`src/rtl/irq_tracker_pkg.sv`:
```
package irq_tracker_pkg;

   localparam int KIND_W    = 3;
   localparam int SPC_KINDS = 5;

   typedef enum logic [KIND_W-1:0] {
      SPC_SMM   = 3'd0,
      SPC_NMI   = 3'd1,
      SPC_EXT   = 3'd2,
      SPC_INIT  = 3'd3,
      SPC_START = 3'd4
   } spc_kind_e;

   // Kinds that count toward the summary flag: all except external.
   localparam logic [SPC_KINDS-1:0] UNMASK_SEL =
      ~(SPC_KINDS'(1) << int'(SPC_EXT));

endpackage

```
`src/rtl/irq_word_scan.sv`:
```
module irq_word_scan #(
   parameter  int NUM_WORDS = 8,
   parameter  int WORD_W    = 32,
   localparam int VEC_W     = $clog2(NUM_WORDS * WORD_W),
   localparam int BIT_W     = $clog2(WORD_W)
) (
   input  logic [NUM_WORDS*WORD_W-1:0] words,
   output logic [VEC_W-1:0]            top_vec,
   output logic                        any_set
);

   logic [NUM_WORDS-1:0]       word_nz;
   logic [NUM_WORDS*BIT_W-1:0] word_msb;

   // Per-word reduction and most significant set bit
   for (genvar w = 0; w < NUM_WORDS; w++) begin : g_word
      logic [WORD_W-1:0] slice;
      logic [BIT_W-1:0]  msb;

      assign slice      = words[w*WORD_W +: WORD_W];
      assign word_nz[w] = |slice;

      always_comb begin
         msb = '0;
         for (int b = 0; b < WORD_W; b++) begin
            if (slice[b]) msb = BIT_W'(b);
         end
      end

      assign word_msb[w*BIT_W +: BIT_W] = msb;
   end

   // Top word first; the first nonzero word decides
   always_comb begin
      top_vec = '0;
      any_set = 1'b0;
      for (int w = NUM_WORDS - 1; w >= 0; w--) begin
         if (!any_set && word_nz[w]) begin
            any_set = 1'b1;
            top_vec = VEC_W'(w * WORD_W) + VEC_W'(word_msb[w*BIT_W +: BIT_W]);
         end
      end
   end

endmodule

```
`src/rtl/irq_vec_set.sv`:
```
module irq_vec_set #(
   parameter  int NUM_VEC   = 256,
   parameter  int WORD_W    = 32,
   localparam int NUM_WORDS = NUM_VEC / WORD_W,
   localparam int VEC_W     = $clog2(NUM_VEC),
   localparam int BIT_W     = $clog2(WORD_W),
   localparam int IDX_W     = VEC_W - BIT_W
) (
   input  logic             clk,
   input  logic             rst_n,
   input  logic             set_en,
   input  logic [VEC_W-1:0] set_vec,
   input  logic             clr_en,
   input  logic [VEC_W-1:0] clr_vec,
   output logic [VEC_W-1:0] top_vec,
   output logic             any_set
);

   logic [NUM_VEC-1:0] bits_q;
   logic [NUM_VEC-1:0] bits_d;
   logic [VEC_W-1:0]   nxt_top;
   logic               nxt_any;

   // Word update: clear first, then set, so a set wins on the same bit
   for (genvar w = 0; w < NUM_WORDS; w++) begin : g_word
      logic              set_hit;
      logic              clr_hit;
      logic [WORD_W-1:0] set_mask;
      logic [WORD_W-1:0] clr_mask;

      assign set_hit  = set_en && (set_vec[VEC_W-1:BIT_W] == IDX_W'(w));
      assign clr_hit  = clr_en && (clr_vec[VEC_W-1:BIT_W] == IDX_W'(w));
      assign set_mask = set_hit ? (WORD_W'(1) << set_vec[BIT_W-1:0]) : '0;
      assign clr_mask = clr_hit ? (WORD_W'(1) << clr_vec[BIT_W-1:0]) : '0;

      assign bits_d[w*WORD_W +: WORD_W] =
         (bits_q[w*WORD_W +: WORD_W] & ~clr_mask) | set_mask;
   end

   always_ff @(posedge clk or negedge rst_n) begin
      if (!rst_n) bits_q <= '0;
      else        bits_q <= bits_d;
   end

   irq_word_scan #(
      .NUM_WORDS (NUM_WORDS),
      .WORD_W    (WORD_W)
   ) u_scan (
      .words   (bits_d),
      .top_vec (nxt_top),
      .any_set (nxt_any)
   );

   // Cached result, consistent with bits_q after every edge
   always_ff @(posedge clk or negedge rst_n) begin
      if (!rst_n) begin
         top_vec <= '0;
         any_set <= 1'b0;
      end else begin
         top_vec <= nxt_top;
         any_set <= nxt_any;
      end
   end

endmodule

```
`src/rtl/irq_special.sv`:
```
module irq_special
   import irq_tracker_pkg::*;
#(
   parameter int VEC_W = 8
) (
   input  logic                      clk,
   input  logic                      rst_n,
   input  logic                      set_valid,
   input  logic [KIND_W-1:0]         set_kind,
   input  logic [VEC_W-1:0]          set_vec,
   input  logic                      clr_valid,
   input  logic [KIND_W-1:0]         clr_kind,
   output logic [SPC_KINDS-1:0]      pend,
   output logic [SPC_KINDS*VEC_W-1:0] vecs
);

   for (genvar k = 0; k < SPC_KINDS; k++) begin : g_kind
      logic             flag_q;
      logic [VEC_W-1:0] vec_q;
      logic             set_hit;
      logic             clr_hit;

      assign set_hit = set_valid && (set_kind == KIND_W'(k));
      assign clr_hit = clr_valid && (clr_kind == KIND_W'(k));

      always_ff @(posedge clk or negedge rst_n) begin
         if (!rst_n) begin
            flag_q <= 1'b0;
            vec_q  <= '0;
         end else if (set_hit) begin
            flag_q <= 1'b1;
            vec_q  <= set_vec;
         end else if (clr_hit) begin
            flag_q <= 1'b0;
         end
      end

      assign pend[k]                 = flag_q;
      assign vecs[k*VEC_W +: VEC_W]  = vec_q;
   end

endmodule

```
`src/rtl/irq_tracker.sv`:
```
module irq_tracker
   import irq_tracker_pkg::*;
#(
   parameter  int NUM_VEC = 256,
   parameter  int WORD_W  = 32,
   parameter  int CLASS_W = 4,
   localparam int VEC_W   = $clog2(NUM_VEC)
) (
   input  logic                        clk,
   input  logic                        rst_n,
   input  logic                        req_valid,
   input  logic [VEC_W-1:0]            req_vec,
   input  logic                        accept,
   input  logic                        eoi,
   input  logic                        spc_set_valid,
   input  logic [KIND_W-1:0]           spc_set_kind,
   input  logic [VEC_W-1:0]            spc_set_vec,
   input  logic                        spc_clr_valid,
   input  logic [KIND_W-1:0]           spc_clr_kind,
   output logic [VEC_W-1:0]            pend_hi,
   output logic                        pend_any,
   output logic [VEC_W-1:0]            svc_hi,
   output logic                        svc_any,
   output logic                        deliverable,
   output logic [SPC_KINDS-1:0]        spc_pend,
   output logic [SPC_KINDS*VEC_W-1:0]  spc_vecs,
   output logic                        unmask_pend
);

   // Elaboration-time parameter checks
   if (NUM_VEC % WORD_W != 0 || NUM_VEC <= WORD_W) begin : g_bad_split
      $error("NUM_VEC must be a multiple of WORD_W and larger than it");
   end
   if ((1 << VEC_W) != NUM_VEC || (1 << $clog2(WORD_W)) != WORD_W) begin : g_bad_pow2
      $error("NUM_VEC and WORD_W must be powers of two");
   end
   if (CLASS_W < 1 || CLASS_W > VEC_W) begin : g_bad_class
      $error("CLASS_W must lie between 1 and the vector width");
   end

   logic do_accept;
   logic do_eoi;

   assign do_accept = accept && pend_any;
   assign do_eoi    = eoi && svc_any;

   // Pending set: request sets, accept clears
   irq_vec_set #(
      .NUM_VEC (NUM_VEC),
      .WORD_W  (WORD_W)
   ) u_pend (
      .clk     (clk),
      .rst_n   (rst_n),
      .set_en  (req_valid),
      .set_vec (req_vec),
      .clr_en  (do_accept),
      .clr_vec (pend_hi),
      .top_vec (pend_hi),
      .any_set (pend_any)
   );

   // In-service set: accept sets, end-of-interrupt clears
   irq_vec_set #(
      .NUM_VEC (NUM_VEC),
      .WORD_W  (WORD_W)
   ) u_svc (
      .clk     (clk),
      .rst_n   (rst_n),
      .set_en  (do_accept),
      .set_vec (pend_hi),
      .clr_en  (do_eoi),
      .clr_vec (svc_hi),
      .top_vec (svc_hi),
      .any_set (svc_any)
   );

   irq_special #(
      .VEC_W (VEC_W)
   ) u_spc (
      .clk       (clk),
      .rst_n     (rst_n),
      .set_valid (spc_set_valid),
      .set_kind  (spc_set_kind),
      .set_vec   (spc_set_vec),
      .clr_valid (spc_clr_valid),
      .clr_kind  (spc_clr_kind),
      .pend      (spc_pend),
      .vecs      (spc_vecs)
   );

   assign deliverable = pend_any &&
      (!svc_any || (pend_hi[VEC_W-1 -: CLASS_W] > svc_hi[VEC_W-1 -: CLASS_W]));

   assign unmask_pend = |(spc_pend & UNMASK_SEL);

endmodule

```
`config.mk`:
```
export PLATFORM = sky130hd
export DESIGN_NAME = irq_tracker
export DESIGN_NICKNAME = d
export VERILOG_FILES = /design/src/rtl/irq_tracker_pkg.sv /design/src/rtl/irq_word_scan.sv /design/src/rtl/irq_vec_set.sv /design/src/rtl/irq_special.sv /design/src/rtl/irq_tracker.sv
export SDC_FILE = /design/constraint.sdc
export NUM_CORES = 2
export LEC_CHECK = 0
export BUFFER_PORTS_ARGS = -buffer_cell sky130_fd_sc_hd__buf_4
export CAP_MARGIN = 20
export CELL_PAD_IN_SITES_DETAIL_PLACEMENT = 0
export CELL_PAD_IN_SITES_GLOBAL_PLACEMENT = 1
export CORE_MARGIN = 2
export CORE_UTILIZATION = 49
export DETAILED_ROUTE_END_ITERATION = 8
export MAX_ROUTING_LAYER = met4
export PLACE_DENSITY_LB_ADDON = 0.1
export RECOVER_POWER = 25
export SLEW_MARGIN = 20
export SYNTH_ARGS = -nofsm -noshare
export SYNTH_HDL_FRONTEND = slang
export SYNTH_HIERARCHICAL = 1
export SYNTH_SLANG_ARGS = --single-unit
```
`constraint.sdc`:
```
create_clock -name clk -period 5.1 [get_ports clk]
set_input_delay 0.765 -clock clk [delete_from_list [all_inputs] [get_ports clk]]
set_output_delay 0.765 -clock clk [all_outputs]
set_load 0.005 [all_outputs]
```
; ---- After elaboration in Yosys (flattened, before gate mapping)
; Cells that the tools add are included.
[word_totals]
reg_bits = 575
[op_classes]
add_sub_neg = 14
n_lt_le_gt_ge = 1
eq_ne = 29
shifts = 3
mux = 562
bitwise_logic = 48
reduce_logical = 94
[op_table]
columns = cell, n
row1 = $mux 5, 478
row2 = $mux 32, 24
row3 = $and 32x32->32, 16
row4 = $not 32->32, 16
row5 = $or 32x32->32, 16
row6 = $reduce_or 32->1, 16
row7 = $mux 8, 16
row8 = $shl 1x5->32 const A, 3
row9 = $logic_and 1x1->1, 51
row10 = $eq 3x3->1 const B, 14
row11 = $mux 1, 42
row12 = $add 7x5->8 const A, 4
row13 = $add 8x5->8 const A, 4
row14 = $eq 3x2->1 const B, 10
row15 = $add 7x6->8 const A, 2
row16 = $eq 3x1->1 const B, 5
row17 = $logic_not 1->1, 15
row18 = $logic_not 3->1, 5
row19 = $add 6x5->7 const A, 2
row20 = $add 6x6->7 const A, 2
row21 = $reduce_bool 2->1, 5
row22 = $gt 4x4->1, 1
row23 = $mux 2, 2
row24 = $reduce_or 4->1, 1
row25 = $logic_or 1x1->1, 1

; ---- Logic depth before layout (Yosys ltp)
[logic_depth]
word_depth = 46
mapped_depth = 15

; ---- Cells and area by module
; Netlist, hierarchy kept.
[by_module_without_submodules]
columns = module, instances, cells_per_inst, area_each_um2, seq_area_each_um2
row1 = irq_vec_set, 2, 963, 10707.8, 6631.4
row2 = irq_word_scan, 2, 554, 3093.0, 0.0
row3 = irq_special, 1, 109, 1784.2, 1126.1
row4 = irq_tracker, 1, 19, 128.9, 0.0

; ---- Worst setup path after synthesis
; OpenSTA, ideal clock, no wires.
[synth_path]
kind = in2reg
start = in accept
end = reg u_pend.top_vec[4]
arrival_time_ns = 4.217
required_time_ns = 5.035
setup_slack_ns = 0.818
cell_stages = 15
path_buffers = 2
cell_sequence = and2_1 nand4bb_1 clkbuf_1 clkbuf_1 o31ai_1 o21ai_0 nor4_1 nand4_1 or4_4 nor4b_4 inv_2 nor4_1 a2111oi_0 o21ai_1 o211a_1
[synth_between]
word_cells_on_any_way = 330
classes_between = 7 x add/sub / 268 x mux / 24 x bitwise / 31 x reduce/logical
[synth_rtl]
columns = item, line_no
row1 = start: declaration, irq_tracker.sv:13  ; input logic accept,
row2 = $logic_and 1x1->1 (*), irq_tracker.sv:44  ; assign do_accept = accept && pend_any;
row3 = $logic_and 1x1->1 (*), irq_vec_set.sv:32  ; assign clr_hit = clr_en && (clr_vec[VEC_W-1:BIT_W] == IDX_W'(w));
row4 = $mux 32 (*), irq_vec_set.sv:34  ; assign clr_mask = clr_hit ? (WORD_W'(1) << clr_vec[BIT_W-1:0]) : '0;
row5 = $not 32->32 (*), irq_vec_set.sv:37  ; (bits_q[w*WORD_W +: WORD_W] & ~clr_mask) | set_mask;
row6 = $and 32x32->32 (*), irq_vec_set.sv:37
row7 = $or 32x32->32 (*), irq_vec_set.sv:37
row8 = named net u_pend.bits_d[152], irq_vec_set.sv:20  ; logic [NUM_VEC-1:0] bits_d;
row9 = branches (longest 14 deep; another with $add 8x5->8), --
row10 = $mux 8 (*), irq_word_scan.sv:38  ; if (!any_set && word_nz[w]) begin
row11 = named net u_pend.nxt_top[4], irq_vec_set.sv:21  ; logic [VEC_W-1:0] nxt_top;
row12 = end signal: assignment, irq_vec_set.sv:60  ; top_vec <= nxt_top;
row13 = end: declaration, irq_vec_set.sv:15  ; output logic [VEC_W-1:0] top_vec,
; Mark *: on every way through the listed nets, which the timed path passes.
; A chain may end at the register's enable or synchronous reset.

; ---- Final worst setup path
[layout_path]
start = reg u_svc.top_vec[3]
end = reg u_svc.top_vec[1]
[layout_between]
word_cells_on_any_way = 324
classes_between = 7 x add/sub / 1 x shift / 270 x mux / 24 x bitwise / 22 x reduce/logical
[layout_rtl]
columns = item, line_no
row1 = start: declaration, irq_vec_set.sv:15
row2 = start signal: assignment, irq_vec_set.sv:60
row3 = $shl 1x5->32 (*), irq_vec_set.sv:34
row4 = $mux 32 (*), irq_vec_set.sv:34
row5 = $not 32->32 (*), irq_vec_set.sv:37
row6 = $and 32x32->32 (*), irq_vec_set.sv:37
row7 = $or 32x32->32 (*), irq_vec_set.sv:37
row8 = named net u_svc.bits_d[196], irq_vec_set.sv:20
row9 = $mux 5 (28 in series), irq_word_scan.sv:26  ; if (slice[b]) msb = BIT_W'(b);
row10 = $add 7x6->8, irq_word_scan.sv:40  ; top_vec = VEC_W'(w * WORD_W) + VEC_W'(word_msb[w*BIT_W +: BIT_W]);
row11 = $mux 8 (6 in series), irq_word_scan.sv:38
row12 = $mux 8 (*), irq_word_scan.sv:38
row13 = named net u_svc.nxt_top[1], irq_vec_set.sv:21
; Mark *: on every way through the listed nets, which the timed path passes. The rest lies on a longest branch.

==> impl_results.md <==
- # clock sinks: about 580
- DRC viols: 0
- Die ar.: ~62000 sq um
- Met1 Wirelength: 46360 microns
- Grt ovf: 0
- Gpl congestion: approximately 1.1
- Sw frac: 40.59%
- Initial core utilization: 49.82%
- Initial DRC count: 2884
- Post-synth top flop: dfrtp_1
- Largest net degree at the start of global routing: 139
- Sequential fraction of the synthesis area: 48.75%
- Port buffer count: just over 90
- Antenna viol nets, final: 0
- Placed Instances: 4249
- Register area: between 10000 and 15000 sq um
- Minimum clock period: roughly 4900 ps
- RSZ-0062 raised after global routing: yes
- Max-cap violations: 4
- Slew margin rel.: -80.85%
- PD cells: 523.6 nW/um^2
- Pleak: 15.19 nW
- Synth unique cells: 72
- Syn avg cell area: 9.334 sq um
- Total CTS buffers: 68
- Clock Skew: 16.90 ps
- Final Net Count: around 3600
- Synth area leaders: dfrtp_1, o31ai_1, o21ai_0
- Worst EP arrival: 5480 ps
- Overall power: 18.92 mW
- Initial antenna violation count: 0
- Die width: about 250 microns
- Worst-path clk slew: roughly 70 ps
- Critical Path Source Type: register
- Yosys warns: 6
- Tcrit/Tclk final: a little over nine tenths
- Area share of fa/ha/maj cells after synthesis: 0.1696%
- Io pins: 94
- Fmax: about 0.20 GHz
- Final non-filler cell total: 4373
- #FFs+latches synth: about 580
- R2r setup slk: 150 ps
- Psw: 7.678 mW
- Crit Path Max Fanout: 9
- First-pass detailed-route iteration total: 6
- Post-Synth XOR/XNOR Area: 0%
- First-pass GRT wire length: 173300 microns
- FP Rows: 89
- Max Used Layer: met4
- CTS root buffer: clkbuf_16
- Failing checks: capacitance limit, slew limit
- EDFF count, synth: 0
- Fraction of registers with async set or reset after synthesis: 100.0%
- Vias: 29200
- Mapped Cells: between 3000 and 4000
- WP data required: 5630 ps
- Synth Net Count: about 3200
- Metal2 WL: approximately 53000 microns
- Outcome: complete, but fails checks
- Synth Area in Simple Gates: 14.86%
- Max-slew violation count: 270
- Met3 WL: 7587 microns
- Layout cells sized above 1: between 20% and 30%
- Maximum vdd ir drop: 340.4 uV
- Combinational Power Share: 43.3%
- Post-synthesis mux area share: 1.526%
- Sequential Power Share: 29.6%
- Synth area leader: dfrtp_1
- H-tree Lvls: 3
- Class of the worst hold path: in -> async
- Internal Power: about 11 mW
- Clock Power Share: 27.1%
- Die H: 249.4 microns
- Setup violators final: 0
- Clk buf depth: 3
- Setup crit end kind: register
- Layout fillers: a little over 5000
- Final Hold Fails: 0
- Multi-input gate area: 13860 sq um
- Synth top area share: 48.75%
- Largest family of logic cells by synthesized area: compound AO/OA/AOI/OAI gates
- Final WL: about 110000 microns
- Worst reg2reg startpoint: u_svc/top_vec[3]$_DFF_PN0_
- Worst R2R End: u_svc/top_vec[1]$_DFF_PN0_
- Drt wl/cell: 25.89 microns
- Total GRT Usage: 36.89%
- Core Area: 59240 sq um
- Synth Area in Compound Gates: 30.18%
- Vias in the first global route: 28640
- Type of the worst setup path: reg -> reg
- Avg Vias per Cell: between 6 and 7
- Actual slew at the worst max-slew pin: around 2700 ps
- Final HPWL DP: roughly 80000 microns
- Post-Syn Area: slightly below 30000 sq um
- Syn-to-layout area delta: 22.43%
- Clock latency on the worst-skew pair: 620 ps
- R2R depth: 13
- Hold Buf Count CTS: 0
- CTS tree: built
cell usage in the layout (no fill, tap or decap), types with 12 or more instances in the layout:
| master | netlist | final |
|---|---|---|
| a2111oi_0 | 14 | 14 |
| a211oi_1 | 21 | 21 |
| a21boi_0 | 14 | 14 |
| a21oi_1 | 83 | 83 |
| a31oi_1 | 14 | 14 |
| buf_12 | 0 | 12 |
| buf_4 | 5 | 529 |
| clkbuf_1 | 176 | 15 |
| clkbuf_16 | 0 | 70 |
| clkbuf_8 | 2 | 12 |
| dfrtp_1 | 575 | 572 |
| inv_1 | 86 | 86 |
| mux2_2 | 40 | 40 |
| nand2_1 | 149 | 147 |
| nand2b_1 | 30 | 26 |
| nand3_1 | 47 | 47 |
| nand4_1 | 24 | 24 |
| nor2_1 | 220 | 220 |
| nor2b_1 | 37 | 37 |
| nor3_1 | 84 | 84 |
| nor4_1 | 136 | 130 |
| o211ai_1 | 12 | 12 |
| o21ai_0 | 454 | 454 |
| o21ai_1 | 118 | 118 |
| o31ai_1 | 548 | 548 |
| or4_1 | 13 | 13 |
worst max path at each step:
stage	slack, ps	cells past startpoint	endpoint	startpoint
CTS	10	12	u_svc/top_vec[0]$_DFF_PN0_	u_svc/any_set$_DFF_PN0_
finish	150	13	u_svc/top_vec[1]$_DFF_PN0_	u_svc/top_vec[3]$_DFF_PN0_
detailed placement	-280	14	u_svc/top_vec[0]$_DFF_PN0_	eoi
floorplan	820	15	u_pend/top_vec[4]$_DFF_PN0_	accept
global route	-30	15	u_svc/top_vec[0]$_DFF_PN0_	u_svc/any_set$_DFF_PN0_
global placement	-200	13	u_svc/top_vec[0]$_DFF_PN0_	eoi
worst max-delay path, stage by stage (launching register included):
cell      delay [ps]
dfrtp_1          540
or3b_1           610
buf_4            270
o31ai_1          250
o21ai_0          200
nor4_2           380
nand3_1          310
or4_4            660
nor4b_4          320
inv_2            100
nor4b_1          590
a311oi_1         190
and3_1           250
nor3_1           180
flip-flops by register name, summed over array words and instances, names as in the netlist:
| register | count |
|---|---|
| u_pend/bits_q | 256 |
| u_pend/any_set | 1 |
| u_pend/top_vec | 8 |
| u_svc/bits_q | 256 |
| u_spc/g_kind.vec_q | 40 |
| u_spc/g_kind.flag_q | 5 |
| u_svc/any_set | 1 |
| u_svc/top_vec | 8 |
metal layers:
layer / vias up / GRT usage (%)
met4: 0 / 18.76
met2: 1391 / 57.83
met5: - / -
met1: 14460 / 47.15
met3: 378 / 4.933
li1: 12970 / -
layout make-up:
type                       instances  share of cell area [%]
tap                              773                   2.677
inverter                          88                  0.9142
clock buffer                      93                   5.419
sequential                       575                   39.83
timing repair buffer             549                   11.78
clock inverter                    29                   1.018
antenna                            1                0.006925
multi-input combinational       2265                   38.35
stage by stage:
step                      utilization, %  cell area [sq um]  worst slack [ps]  TNS (ps)  hold WS (ps)
final                              60.99              36130             154.0         0         99.77
after global routing               60.99              36130            -28.77    -28.77         176.4
after CTS                          61.02              36150             12.25         0         162.4
after detailed placement           57.09              33820            -275.1    -584.3         491.2
after global placement             57.09              33820            -198.3    -326.4         481.3
after floorplan                        -              29510             818.0         0         450.9
power by group through the flow:
stage | combinational (mW) | sequential, mW | clock (mW)
floorplan | 4.35 | 5.60 | 0
global placement | 7.88 | 5.65 | 0
detailed placement | 7.93 | 5.68 | 0
CTS | 7.97 | 5.60 | 5.17
global route | 8.70 | 5.68 | 5.36
finish | 8.19 | 5.61 | 5.12
logic make-up after synthesis:
group                    count (synthesis)
AO/OA/AOI/OAI                         1387
adder cells (fa/ha/maj)                  4
buffers and inverters                  322
flip-flops                             575
multiplexers                            40
AND/OR/NAND/NOR                        834
cell usage after synthesis, types with 9 or more instances:
cell type	number
a21oi_1	83
a21o_1	10
nand4_1	24
nand3_1	47
dfrtp_1	575
o21ai_1	118
a21boi_0	14
a31oi_1	14
mux2_2	40
nor2_1	220
buf_2	31
nor3_1	84
o31ai_1	548
inv_1	86
o211ai_1	12
nor4_1	136
o21ai_0	454
o21bai_1	11
clkbuf_1	176
nand4bb_1	9
a2111oi_0	14
o311ai_0	10
nand2b_1	30
or3_1	10
nand2_1	149
nand3b_1	10
a211oi_1	21
or4_1	13
buf_1	14
nor2b_1	37
timing repair:
item                                    in CTS  in global routing
gates resized for setup                      0                 13
endpoints found under the setup margin       0                  7
setup buffers                                0                  1
(Power assumes the default switching activity.)
